==> src/rtl/irq_group_pkg.sv <==
package irq_group_pkg;

    typedef enum logic [1:0] {
        ST_IDLE,
        ST_EXEC,
        ST_RESP
    } fsm_state_t;

    typedef enum logic [2:0] {
        AK_CTRL,
        AK_DESC,
        AK_RSVD,
        AK_GROUP,
        AK_MUTE
    } acc_kind_t;

    localparam logic [7:0] OFS_CTRL = 8'h00;
    localparam logic [7:0] OFS_DESC = 8'h04;

    function automatic bit grouping_present(input int unsigned rev, input bit sec);
        return (rev == 2) || sec;
    endfunction

    function automatic bit config_illegal(input int unsigned rev, input bit sec);
        return sec && ((rev == 0) || (rev == 32'hFFFF_FFFF));
    endfunction

endpackage

==> src/rtl/grp_access_decode.sv <==
module grp_access_decode
    import irq_group_pkg::*;
#(
    parameter int NUM_IRQ = 96,
    parameter bit SEC_EXT = 1'b1,
    parameter bit GROUPS  = 1'b1
) (
    input  logic [7:0] addr,
    input  logic       secure,
    output acc_kind_t  kind,
    output logic [6:0] byte_idx,
    output logic       range_err
);
    localparam int NUM_BYTES = NUM_IRQ / 8;

    always_comb begin
        byte_idx  = addr[6:0];
        range_err = 1'b0;
        if (addr == OFS_CTRL) begin
            kind = AK_CTRL;
        end else if (addr == OFS_DESC) begin
            kind = AK_DESC;
        end else if (!addr[7]) begin
            kind = AK_RSVD;
        end else if (!GROUPS || (SEC_EXT && !secure)) begin
            kind = AK_MUTE;
        end else begin
            kind      = AK_GROUP;
            range_err = (32'(addr[6:0]) >= NUM_BYTES);
        end
    end
endmodule

==> src/rtl/dist_ctrl_bank.sv <==
module dist_ctrl_bank #(
    parameter bit SEC_EXT = 1'b1,
    parameter bit GROUPS  = 1'b1
) (
    input  logic       clk,
    input  logic       rst_n,
    input  logic       wr_en,
    input  logic       secure,
    input  logic [1:0] wbits,
    output logic [1:0] rd_view,
    output logic [1:0] ctrl
);
    logic [1:0] ctrl_q;
    logic       ns_view;

    assign ns_view = SEC_EXT && !secure;

    always_ff @(posedge clk or negedge rst_n) begin
        if (!rst_n) begin
            ctrl_q <= 2'b00;
        end else if (wr_en) begin
            if (ns_view) begin
                ctrl_q[1] <= wbits[0];
            end else if (GROUPS) begin
                ctrl_q <= wbits;
            end else begin
                ctrl_q <= {1'b0, wbits[0]};
            end
        end
    end

    assign rd_view = ns_view ? {1'b0, ctrl_q[1]} : ctrl_q;
    assign ctrl    = ctrl_q;


    ns_keeps_en0_chk: assert property (@(posedge clk) disable iff (!rst_n)
        (wr_en && ns_view) |=> (ctrl_q[0] == $past(ctrl_q[0])));


    nogrp_en1_low_chk: assert property (@(posedge clk) disable iff (!rst_n)
        (wr_en && !GROUPS) |=> !ctrl_q[1]);
endmodule

==> src/rtl/grp_bit_bank.sv <==
module grp_bit_bank #(
    parameter int NUM_IRQ = 96,
    parameter int NUM_CPU = 4,
    parameter int CPU_W   = 2
) (
    input  logic                    clk,
    input  logic                    rst_n,
    input  logic                    wr_en,
    input  logic [CPU_W-1:0]        cpu,
    input  logic [6:0]              byte_idx,
    input  logic [7:0]              wbyte,
    output logic [7:0]              rd_byte,
    output logic [NUM_CPU*32-1:0]   priv_flat,
    output logic [NUM_IRQ-33:0]     shared_flat
);
    localparam int NSH       = NUM_IRQ - 32;
    localparam int SH_BYTES  = NSH / 8;

    logic [NUM_CPU-1:0][31:0] priv_q;
    logic [NSH-1:0]           shr_q;
    logic                     is_private;
    logic [NSH-1:0]           shr_shift;

    assign is_private = (byte_idx < 7'd4);

    for (genvar c = 0; c < NUM_CPU; c++) begin : g_cpu
        for (genvar b = 0; b < 4; b++) begin : g_byte
            always_ff @(posedge clk or negedge rst_n) begin
                if (!rst_n) begin
                    priv_q[c][b*8 +: 8] <= 8'h00;
                end else if (wr_en && (32'(cpu) == c) && (byte_idx == 7'(b))) begin
                    priv_q[c][b*8 +: 8] <= wbyte;
                end
            end
        end


        bank_other_cpu_chk: assert property (@(posedge clk) disable iff (!rst_n)
            (wr_en && is_private && (32'(cpu) != c)) |=> $stable(priv_q[c]));
    end

    for (genvar b = 0; b < SH_BYTES; b++) begin : g_shared
        always_ff @(posedge clk or negedge rst_n) begin
            if (!rst_n) begin
                shr_q[b*8 +: 8] <= 8'h00;
            end else if (wr_en && (byte_idx == 7'(b + 4))) begin
                shr_q[b*8 +: 8] <= wbyte;
            end
        end
    end

    assign shr_shift = shr_q >> {byte_idx - 7'd4, 3'b000};

    always_comb begin
        if (is_private) begin
            rd_byte = priv_q[cpu][{byte_idx[1:0], 3'b000} +: 8];
        end else begin
            rd_byte = shr_shift[7:0];
        end
    end

    assign priv_flat   = priv_q;
    assign shared_flat = shr_q;


    idle_bits_stable_chk: assert property (@(posedge clk) disable iff (!rst_n)
        !wr_en |=> ($stable(priv_q) && $stable(shr_q)));
endmodule

==> src/rtl/irq_group_regs.sv <==
module irq_group_regs
    import irq_group_pkg::*;
#(
    parameter int          NUM_IRQ  = 96,
    parameter int          NUM_CPU  = 4,
    parameter int unsigned REVISION = 1,
    parameter bit          SEC_EXT  = 1'b1,
    localparam int         CPU_W    = (NUM_CPU > 1) ? $clog2(NUM_CPU) : 1
) (
    input  logic                  clk,
    input  logic                  rst_n,
    input  logic                  req_valid,
    input  logic                  req_write,
    input  logic [7:0]            req_addr,
    input  logic [7:0]            req_wdata,
    input  logic                  req_secure,
    input  logic [CPU_W-1:0]      req_cpu,
    output logic                  req_ready,
    output logic                  rsp_valid,
    output logic [31:0]           rsp_rdata,
    output logic                  rsp_err,
    output logic                  cfg_error,
    output logic                  en_grp0,
    output logic                  en_grp1,
    output logic [NUM_CPU*32-1:0] grp_private,
    output logic [NUM_IRQ-33:0]   grp_shared
);
    localparam bit          GROUPS    = grouping_present(REVISION, SEC_EXT);
    localparam bit          BAD_CFG   = config_illegal(REVISION, SEC_EXT);
    localparam logic [31:0] DESC_WORD = 32'(NUM_IRQ / 32 - 1)
                                      | (32'(NUM_CPU - 1) << 5)
                                      | (32'(SEC_EXT) << 10);

    fsm_state_t       state_q, state_d;
    logic             q_write, q_secure;
    logic [7:0]       q_addr, q_wdata;
    logic [CPU_W-1:0] q_cpu;

    acc_kind_t        kind;
    logic [6:0]       byte_idx;
    logic             range_err;
    logic             cpu_oob;
    logic             acc_err;
    logic             wr_ctrl, wr_grp;
    logic [1:0]       ctrl_view, ctrl_bits;
    logic [7:0]       grp_byte;
    logic [31:0]      rd_mux;
    logic             in_exec;

    // ---------------- state register ----------------
    always_ff @(posedge clk or negedge rst_n) begin
        if (!rst_n) state_q <= ST_IDLE;
        else        state_q <= state_d;
    end

    always_comb begin
        state_d = state_q;
        unique case (state_q)
            ST_IDLE: if (req_valid) state_d = ST_EXEC;   // ACCEPT
            ST_EXEC: state_d = ST_RESP;                  // EXECUTE
            ST_RESP: state_d = ST_IDLE;                  // COMPLETE
            default: state_d = ST_IDLE;
        endcase
    end

    // ---------------- outputs ----------------
    always_comb begin
        req_ready = 1'b0;
        rsp_valid = 1'b0;
        in_exec   = 1'b0;
        unique case (state_q)
            ST_IDLE: req_ready = 1'b1;
            ST_EXEC: in_exec   = 1'b1;
            ST_RESP: rsp_valid = 1'b1;
            default: req_ready = 1'b0;
        endcase
    end

    // ---------------- request latch ----------------
    always_ff @(posedge clk or negedge rst_n) begin
        if (!rst_n) begin
            q_write  <= 1'b0;
            q_secure <= 1'b0;
            q_addr   <= 8'h00;
            q_wdata  <= 8'h00;
            q_cpu    <= '0;
        end else if (state_q == ST_IDLE && req_valid) begin
            q_write  <= req_write;
            q_secure <= req_secure;
            q_addr   <= req_addr;
            q_wdata  <= req_wdata;
            q_cpu    <= req_cpu;
        end
    end

    grp_access_decode #(
        .NUM_IRQ (NUM_IRQ),
        .SEC_EXT (SEC_EXT),
        .GROUPS  (GROUPS)
    ) u_decode (
        .addr      (q_addr),
        .secure    (q_secure),
        .kind      (kind),
        .byte_idx  (byte_idx),
        .range_err (range_err)
    );

    assign cpu_oob = ({1'b0, q_cpu} >= (CPU_W+1)'(NUM_CPU));
    assign acc_err = BAD_CFG || range_err || cpu_oob;
    assign wr_ctrl = in_exec && q_write && (kind == AK_CTRL)  && !acc_err;
    assign wr_grp  = in_exec && q_write && (kind == AK_GROUP) && !acc_err;

    dist_ctrl_bank #(
        .SEC_EXT (SEC_EXT),
        .GROUPS  (GROUPS)
    ) u_ctrl (
        .clk     (clk),
        .rst_n   (rst_n),
        .wr_en   (wr_ctrl),
        .secure  (q_secure),
        .wbits   (q_wdata[1:0]),
        .rd_view (ctrl_view),
        .ctrl    (ctrl_bits)
    );

    grp_bit_bank #(
        .NUM_IRQ (NUM_IRQ),
        .NUM_CPU (NUM_CPU),
        .CPU_W   (CPU_W)
    ) u_bits (
        .clk         (clk),
        .rst_n       (rst_n),
        .wr_en       (wr_grp),
        .cpu         (q_cpu),
        .byte_idx    (byte_idx),
        .wbyte       (q_wdata),
        .rd_byte     (grp_byte),
        .priv_flat   (grp_private),
        .shared_flat (grp_shared)
    );

    always_comb begin
        rd_mux = 32'h0;
        if (!acc_err) begin
            unique case (kind)
                AK_CTRL:  rd_mux = {30'h0, ctrl_view};
                AK_DESC:  rd_mux = DESC_WORD;
                AK_GROUP: rd_mux = {24'h0, grp_byte};
                AK_RSVD:  rd_mux = 32'h0;
                AK_MUTE:  rd_mux = 32'h0;
                default:  rd_mux = 32'h0;
            endcase
        end
    end

    always_ff @(posedge clk or negedge rst_n) begin
        if (!rst_n) begin
            rsp_rdata <= 32'h0;
            rsp_err   <= 1'b0;
        end else if (in_exec) begin
            rsp_rdata <= rd_mux;
            rsp_err   <= acc_err;
        end
    end

    assign cfg_error = BAD_CFG;
    assign en_grp0   = ctrl_bits[0];
    assign en_grp1   = ctrl_bits[1];


    accept_drops_ready_chk: assert property (@(posedge clk) disable iff (!rst_n)
        (req_valid && req_ready) |=> !req_ready);


    resp_two_after_chk: assert property (@(posedge clk) disable iff (!rst_n)
        (req_valid && req_ready) |=> ##1 rsp_valid);


    resp_single_chk: assert property (@(posedge clk) disable iff (!rst_n)
        rsp_valid |=> !rsp_valid);


    err_no_change_chk: assert property (@(posedge clk) disable iff (!rst_n)
        (in_exec && acc_err) |=> ($stable(grp_private) && $stable(grp_shared)
                                  && $stable({en_grp1, en_grp0})));
endmodule

==> config.mk <==
export PLATFORM = sky130hd
export DESIGN_NAME = irq_group_regs
export DESIGN_NICKNAME = d
export VERILOG_FILES = /design/src/rtl/irq_group_pkg.sv /design/src/rtl/grp_access_decode.sv /design/src/rtl/dist_ctrl_bank.sv /design/src/rtl/grp_bit_bank.sv /design/src/rtl/irq_group_regs.sv
export SDC_FILE = /design/constraint.sdc
export NUM_CORES = 1
export LEC_CHECK = 0
export BUFFER_PORTS_ARGS = -buffer_cell sky130_fd_sc_hd__buf_2
export CAP_MARGIN = 30
export CORE_MARGIN = 2
export CORE_UTILIZATION = 50
export CTS_CLUSTER_SIZE = 8
export DETAILED_ROUTE_END_ITERATION = 6
export PLACE_DENSITY = 0.82
export SYNTH_ARGS = -nofsm -noshare
export SYNTH_HDL_FRONTEND = slang
export SYNTH_SLANG_ARGS = --single-unit
export TNS_END_PERCENT = 10
==> constraint.sdc <==
create_clock -name clk -period 2.75 [get_ports clk]
set_input_delay 0.55 -clock clk [delete_from_list [all_inputs] [get_ports clk]]
set_output_delay 0.55 -clock clk [all_outputs]
set_load 0.01 [all_outputs]
Word level (Yosys, flattened, before mapping)
Cells that the tools add are included.
- input port bits: 23
- flip-flop bits (word level): 249
- word-level logic and storage cells: 121
- memory bits (read-only): 0
- output and inout bits: 230
- bits in latches: 0
- memories kept: 0
- bits in writable memories: 0
- add/sub/neg operators: 1
- $lt $le $gt $ge: 3
- equal/unequal tests: 20
- multipliers: 0
- div/mod/pow operators: 0
- shift operators: 2
- bitwise operators: 0
- reduce and logical (&&, ||, !) cells: 41
- multiplexer cells: 20
- operators with widths (kind ; count):
    $bmux 32 s2 ; 1
    $shr 64x10->8 ; 1
    $logic_and 1x1->1 ; 34
    $pmux 11 s3 ; 1
    $mux 32 ; 1
    $shiftx 32x6->8 ; 1
    $eq 7x3->1 const B ; 4
    $eq 7x4->1 const B ; 4
    $eq 7x2->1 const B ; 2
    $mux 3 ; 4
    $mux 11 ; 1
    $eq 8x3->1 const B ; 1
    $logic_not 8->1 ; 1
    $mux 1 ; 8
    $mux 8 ; 1
    $eq 7x1->1 const B ; 1
    $ge 7x4->1 const B ; 1
    $logic_not 7->1 ; 1
    $lt 7x3->1 const B ; 1
    $sub 7x3->7 const B ; 1
    $eq 2x2->1 const B ; 3
    $eq 2x1->1 const B ; 2
    $logic_not 2->1 ; 2
    $mux 2 ; 2
    8 further kinds ; 8

Depth between registers and ports, before layout
- word-level depth: 9
- depth in mapped cells: 9
- gate-level depth less buffers: 7

Modules after synthesis
From an unflattened synthesis, not the netlist that was laid out.
- cell total of the unflattened synthesis: 713
- area total of the unflattened synthesis: 10720.3 um^2
- by module, submodules not included (module ; seq. area each (um^2) ; times used ; cells an instance ; area an instance (um^2)):
    grp_bit_bank ; 4804.6 ; 1 ; 577 ; 8954.8
    irq_group_regs ; 800.8 ; 1 ; 112 ; 1551.5
    dist_ctrl_bank ; 50.0 ; 1 ; 9 ; 108.9
    grp_access_decode ; 0.0 ; 1 ; 15 ; 105.1

Least setup slack after synthesis
OpenSTA, ideal clock, no wires.
- kind: register -> register
- from: reg q_addr[2]
- to: reg u_bits.priv_q (netlist bit u_bits.priv_flat[24])
- path slack: 0.265 ns
- path buffers: 2
- setup time: 0.125 ns
- period minus slack after synthesis: 2.485 ns
- data required time: 2.625 ns
- data arrival time: 2.360 ns
- cell stages (with the launch flop): 9
- cells stage by stage: dfrtp_1 > clkbuf_1 > inv_2 > ha_1 > and3_1 > clkbuf_1 > nand4_1 > nor3_2 > mux2_2
- longest elaborated chain between the ends: 9
- elaborated cells on any way between the ends: 16
- those cells by class: order compare: 1; eq/ne: 3; mux: 6; reduce/logical: 6
- ends and longest elaborated chain (item ; RTL line ; RTL):
    start, declared ; irq_group_regs.sv:36 ; logic [7:0] q_addr, q_wdata;
    start signal, assigned ; irq_group_regs.sv:90 ; q_addr <= req_addr;
    $ge 7x4->1 ; grp_access_decode.sv:29 ; range_err = (32'(addr[6:0]) >= NUM_BYTES);
    $mux 1 ; grp_access_decode.sv:25 ; end else if (!GROUPS || (SEC_EXT && !secure)) begin
    $mux 1 ; grp_access_decode.sv:23 ; end else if (!addr[7]) begin
    $mux 1 ; grp_access_decode.sv:21 ; end else if (addr == OFS_DESC) begin
    $mux 1 ; grp_access_decode.sv:19 ; if (addr == OFS_CTRL) begin
    $logic_not 1->1 ; - ;
    $logic_and 1x1->1 ; irq_group_regs.sv:111 ; assign wr_grp = in_exec && q_write && (kind == AK_GROUP) && !acc_err;
    $logic_and 1x1->1 ; grp_bit_bank.sv:31 ; end else if (wr_en && (32'(cpu) == c) && (byte_idx == 7'(b))) begin
    $logic_and 1x1->1 (*) ; grp_bit_bank.sv:31 ;
    end signal, assigned by index ; grp_bit_bank.sv:32 ; priv_q[c][b*8 +: 8] <= wbyte;
    end, declared ; grp_bit_bank.sv:19 ; logic [NUM_CPU-1:0][31:0] priv_q;
Every way passes the cells marked *; elsewhere a longest branch is shown, timed or not.
A chain may end at the register's enable or synchronous reset.

Worst setup path in the final report
- from: reg q_addr[4]
- to: reg u_bits.shr_q[19], in the netlist u_bits.shared_flat[19]
- longest elaborated chain between the ends: 8
- elaborated cells on any way between the ends: 15
- those cells by class: order compare: 1; eq/ne: 3; mux: 6; reduce/logical: 5
- ends and longest elaborated chain (item ; RTL line ; RTL):
    $ge 7x4->1 ; grp_access_decode.sv:29 ;
    $mux 1 ; grp_access_decode.sv:25 ;
    $mux 1 ; grp_access_decode.sv:23 ;
    $mux 1 ; grp_access_decode.sv:21 ;
    $mux 1 ; grp_access_decode.sv:19 ;
    $logic_not 1->1 ; - ;
    $logic_and 1x1->1 ; irq_group_regs.sv:111 ;
    $logic_and 1x1->1 (*) ; grp_bit_bank.sv:46 ; end else if (wr_en && (byte_idx == 7'(b + 4))) begin
    end signal, assigned by index ; grp_bit_bank.sv:47 ; shr_q[b*8 +: 8] <= wbyte;
    end, declared ; grp_bit_bank.sv:20 ; logic [NSH-1:0] shr_q;
Marked as above.

==> impl_metrics.toml <==
[pwr]
switchingPower_uw = 2360
p_sw_share_pct = 27.3
p_int_uw = 6300
clkPwrFrac_pct = 43.2
power.density_nw_per_um2 = 664
peakVddDrop_mv = 0.582
p_seq_share_pct = 44.4
combPwrFrac_pct = 12.4
p_leak_uw = 0.00694

[setup_path]
worst-path-max-fanout = 8
slowest_stage = "nor4b_4"
crit_arrival_ns = 2.99
worstPathRequired_ns = 3.13
cp-endpoint = "u_bits.shared_flat[19]$_DFFE_PN0P_"
path_depth = 5
r2r_start = "q_addr[4]$_DFFE_PN0P_"
cp_num_buf_inv = 0
path_cells = "or3_4, nor4b_4, nand4_1, nor2_2, mux2_2"
path_delay_family = "simple AND/OR/NAND/NOR gates"
crit_start = "q_addr[4]$_DFFE_PN0P_"
crit_path_end_kind = "flop"
rr_worst_depth = 5
rrSetupSlack_ns = 0.13
reg2reg_to = "u_bits.shared_flat[19]$_DFFE_PN0P_"
startpoint_type = "flop"
slowest_delay_ns = 0.45
critPathKind = "reg -> reg"

[placement]
dp.cells = 1204
numPortBuffers = 228
place.detailed.hpwl_um = 20500
gp_congestion = 0.877

[clock_tree]
cts_made_buffers = 34
clockBufferDepth = 3
post-cts-setup-buffer-count = 0
cts_tree = "done"
clk_pin_slew_ns = 0.05
clock-sinks = 226
htree_levels = 2
worst_skew_pair.late_latency_ns = 0.50
clockRootBuffer = "clkbuf_16"

[route]
postRouteAntennaNets = 0
postRouteWirelength_um = 29800
drtPass1Iterations = 5
vias = 7296
via_per_inst = 5.86
wl_per_cell_um = 23.9
drt_iter0_markers = 452
route.detailed.drc = 0

[final_layout]
layout-drive-gt1-share_pct = 61.4
fin_cells = 1246
final.fill_count = 1510
nNetsFinal = 999
diodes = 0
syn2layout_area_growth_pct = 24.7
final_core_util_pct = 64.0
layout_common_cells = "227 x buf_2, 223 x dfrtp_1, 212 x mux2_2"
final_common_cell = "buf_2"

[floorplanning]
die_w_um = 149
top_level_ports = 253
core-area_um2 = 20400
start_util_pct = 51.4
fp-row-count = 52
die-area_um2 = 22100
die_h_um = 149

[logic_synthesis]
avgSynthCellArea_um2 = 14.8
syn-cell-area_um2 = 10500
yosys_register_bits = 226
ys_seq_area_share_pct = 54.1
synth_ff_type = "dfrtp_1"
syn-instance-count = 706
ys_types = 39
synth-async-reset-ratio_pct = 100
ys.warnings.count = 0
synth_edf_count = 0

[timing]
fin_setup_tns_ns = 0
rsz0062_at_grt = "false"
timing.final.crit_share_pct = 95.1
setup_viol = 0
worstMarginPinSlew_ns = 0.992
finalHoldViolations = 0
fmax_mhz = 382
period_minus_slack_ns = 2.62
relSlewSlack_pct = 33.8
final.setup_skew_ns = 0.0163
slew_violations = 0

[global_routing]
grt_antenna_before_repair = 0
gr-total-overflow = 0
first_global_vias = 7652
grt_pass1_wl_um = 46100
gr-usage-all-layers_pct = 27.7
grt_max_degree = 80

[flow_run]
cap_violations = 0

[worst_hold_path]
hold_path.class = "in -> reg"

[run_status]
status = "finished clean"
-- repair_timing --
action / in CTS / in global routing
resized for setup: 0 / 3
setup endpoints to repair: 0 / 25
hold buffers: 1 / 0
hold endpoints to repair: 34 / 0
-- layer usage --
| layer | track usage (%) | part of all wire (%) | vias up |
|---|---|---|---|
| li1 | - | - | 3070 |
| met3 | 6.04 | 7.7 | 61 |
| met4 | 10.4 | 3.1 | 0 |
| met5 | 0 | 0 | - |
| met2 | 44.3 | 48 | 348 |
| met1 | 37.5 | 41 | 3817 |
-- flip-flops by register name (all words and copies together) (netlist names), 2 cells and up --
register / flops
q_addr: 8
state_q: 2
q_cpu: 2
rsp_rdata: 9
q_wdata: 8
u_ctrl.ctrl: 2
u_bits.shared_flat: 64
u_bits.priv_flat: 128
-- cell type report --
class                   instances  area (um2)  share of cell area (%)
clock buffers                  39         901                    6.91
clock inverters                 2        38.8                   0.297
inverters                       5        18.8                   0.144
multi-input cells             431        4540                    34.8
flip-flops and latches        226        5660                    43.4
well taps                     270         338                    2.59
repair buffers                273        1550                    11.8
-- cells in the mapped netlist, types with 5 or more instances --
master,instances,area [um2]
nand2_1,42,158
mux2_2,212,2390
buf_4,24,180
nor2_1,11,41.3
mux4_2,54,1220
ha_1,5,62.6
o21ai_0,6,30.0
nand3_1,7,35.0
buf_1,9,33.8
nand2b_1,7,43.8
a22oi_1,7,52.6
clkbuf_1,34,128
dfrtp_1,226,5660
nor2_2,12,75.1
nand4_1,7,43.8
mux2i_1,5,50.1
-- how the worst min path moves through the flow --
stage / start / end / slack, ns / depth (start not counted)
after floorplan: rst_n / q_addr[0]$_DFFE_PN0P_ / 0.25 / 0
after global placement: rst_n / u_bits.priv_flat[123]$_DFFE_PN0P_ / 0.45 / 1
after detailed placement: rst_n / u_bits.priv_flat[83]$_DFFE_PN0P_ / 0.45 / 1
after CTS: req_cpu[0] / q_cpu[0]$_DFFE_PN0P_ / 0.27 / 2
after global routing: req_cpu[0] / q_cpu[0]$_DFFE_PN0P_ / 0.28 / 2
final: req_cpu[0] / q_cpu[0]$_DFFE_PN0P_ / 0.29 / 2
-- stage by stage --
step / instance area, um2 / worst slack, ns / power (uW) / hold slack [ns]
after floorplan: 10500 / 0.265 / 4500 / 0.254
after global placement: 12100 / 0.184 / 4930 / 0.445
after detailed placement: 12100 / 0.106 / 4960 / 0.446
after CTS: 13000 / 0.0612 / 8710 / 0.273
after global routing: 13000 / 0.0330 / 9000 / 0.280
final: 13000 / 0.134 / 8660 / 0.286
-- power by group through the flow --
stage	sequential [uW]	combinational [uW]	clock, uW
6_report	3840	1080	3740
5_1_grt	3880	1150	3970
4_1_cts	3830	1080	3790
3_5_place_dp	3880	1080	0
3_3_place_gp	3870	1060	0
2_1_floorplan	3640	852	0
-- kinds of logic (layout without fill, tap and decap cells) --
kind of cell	count (synthesis)	after routing	share of synthesized area [%]
compound gates	22	22	1.36
mux	271	271	34.9
simple gates	109	109	5.55
fa+ha+maj	5	5	0.598
flops	226	226	54.1
buf+inv	72	319	3.45
other cells	1	24	0.0359
Power figures use the tool's default switching activity.
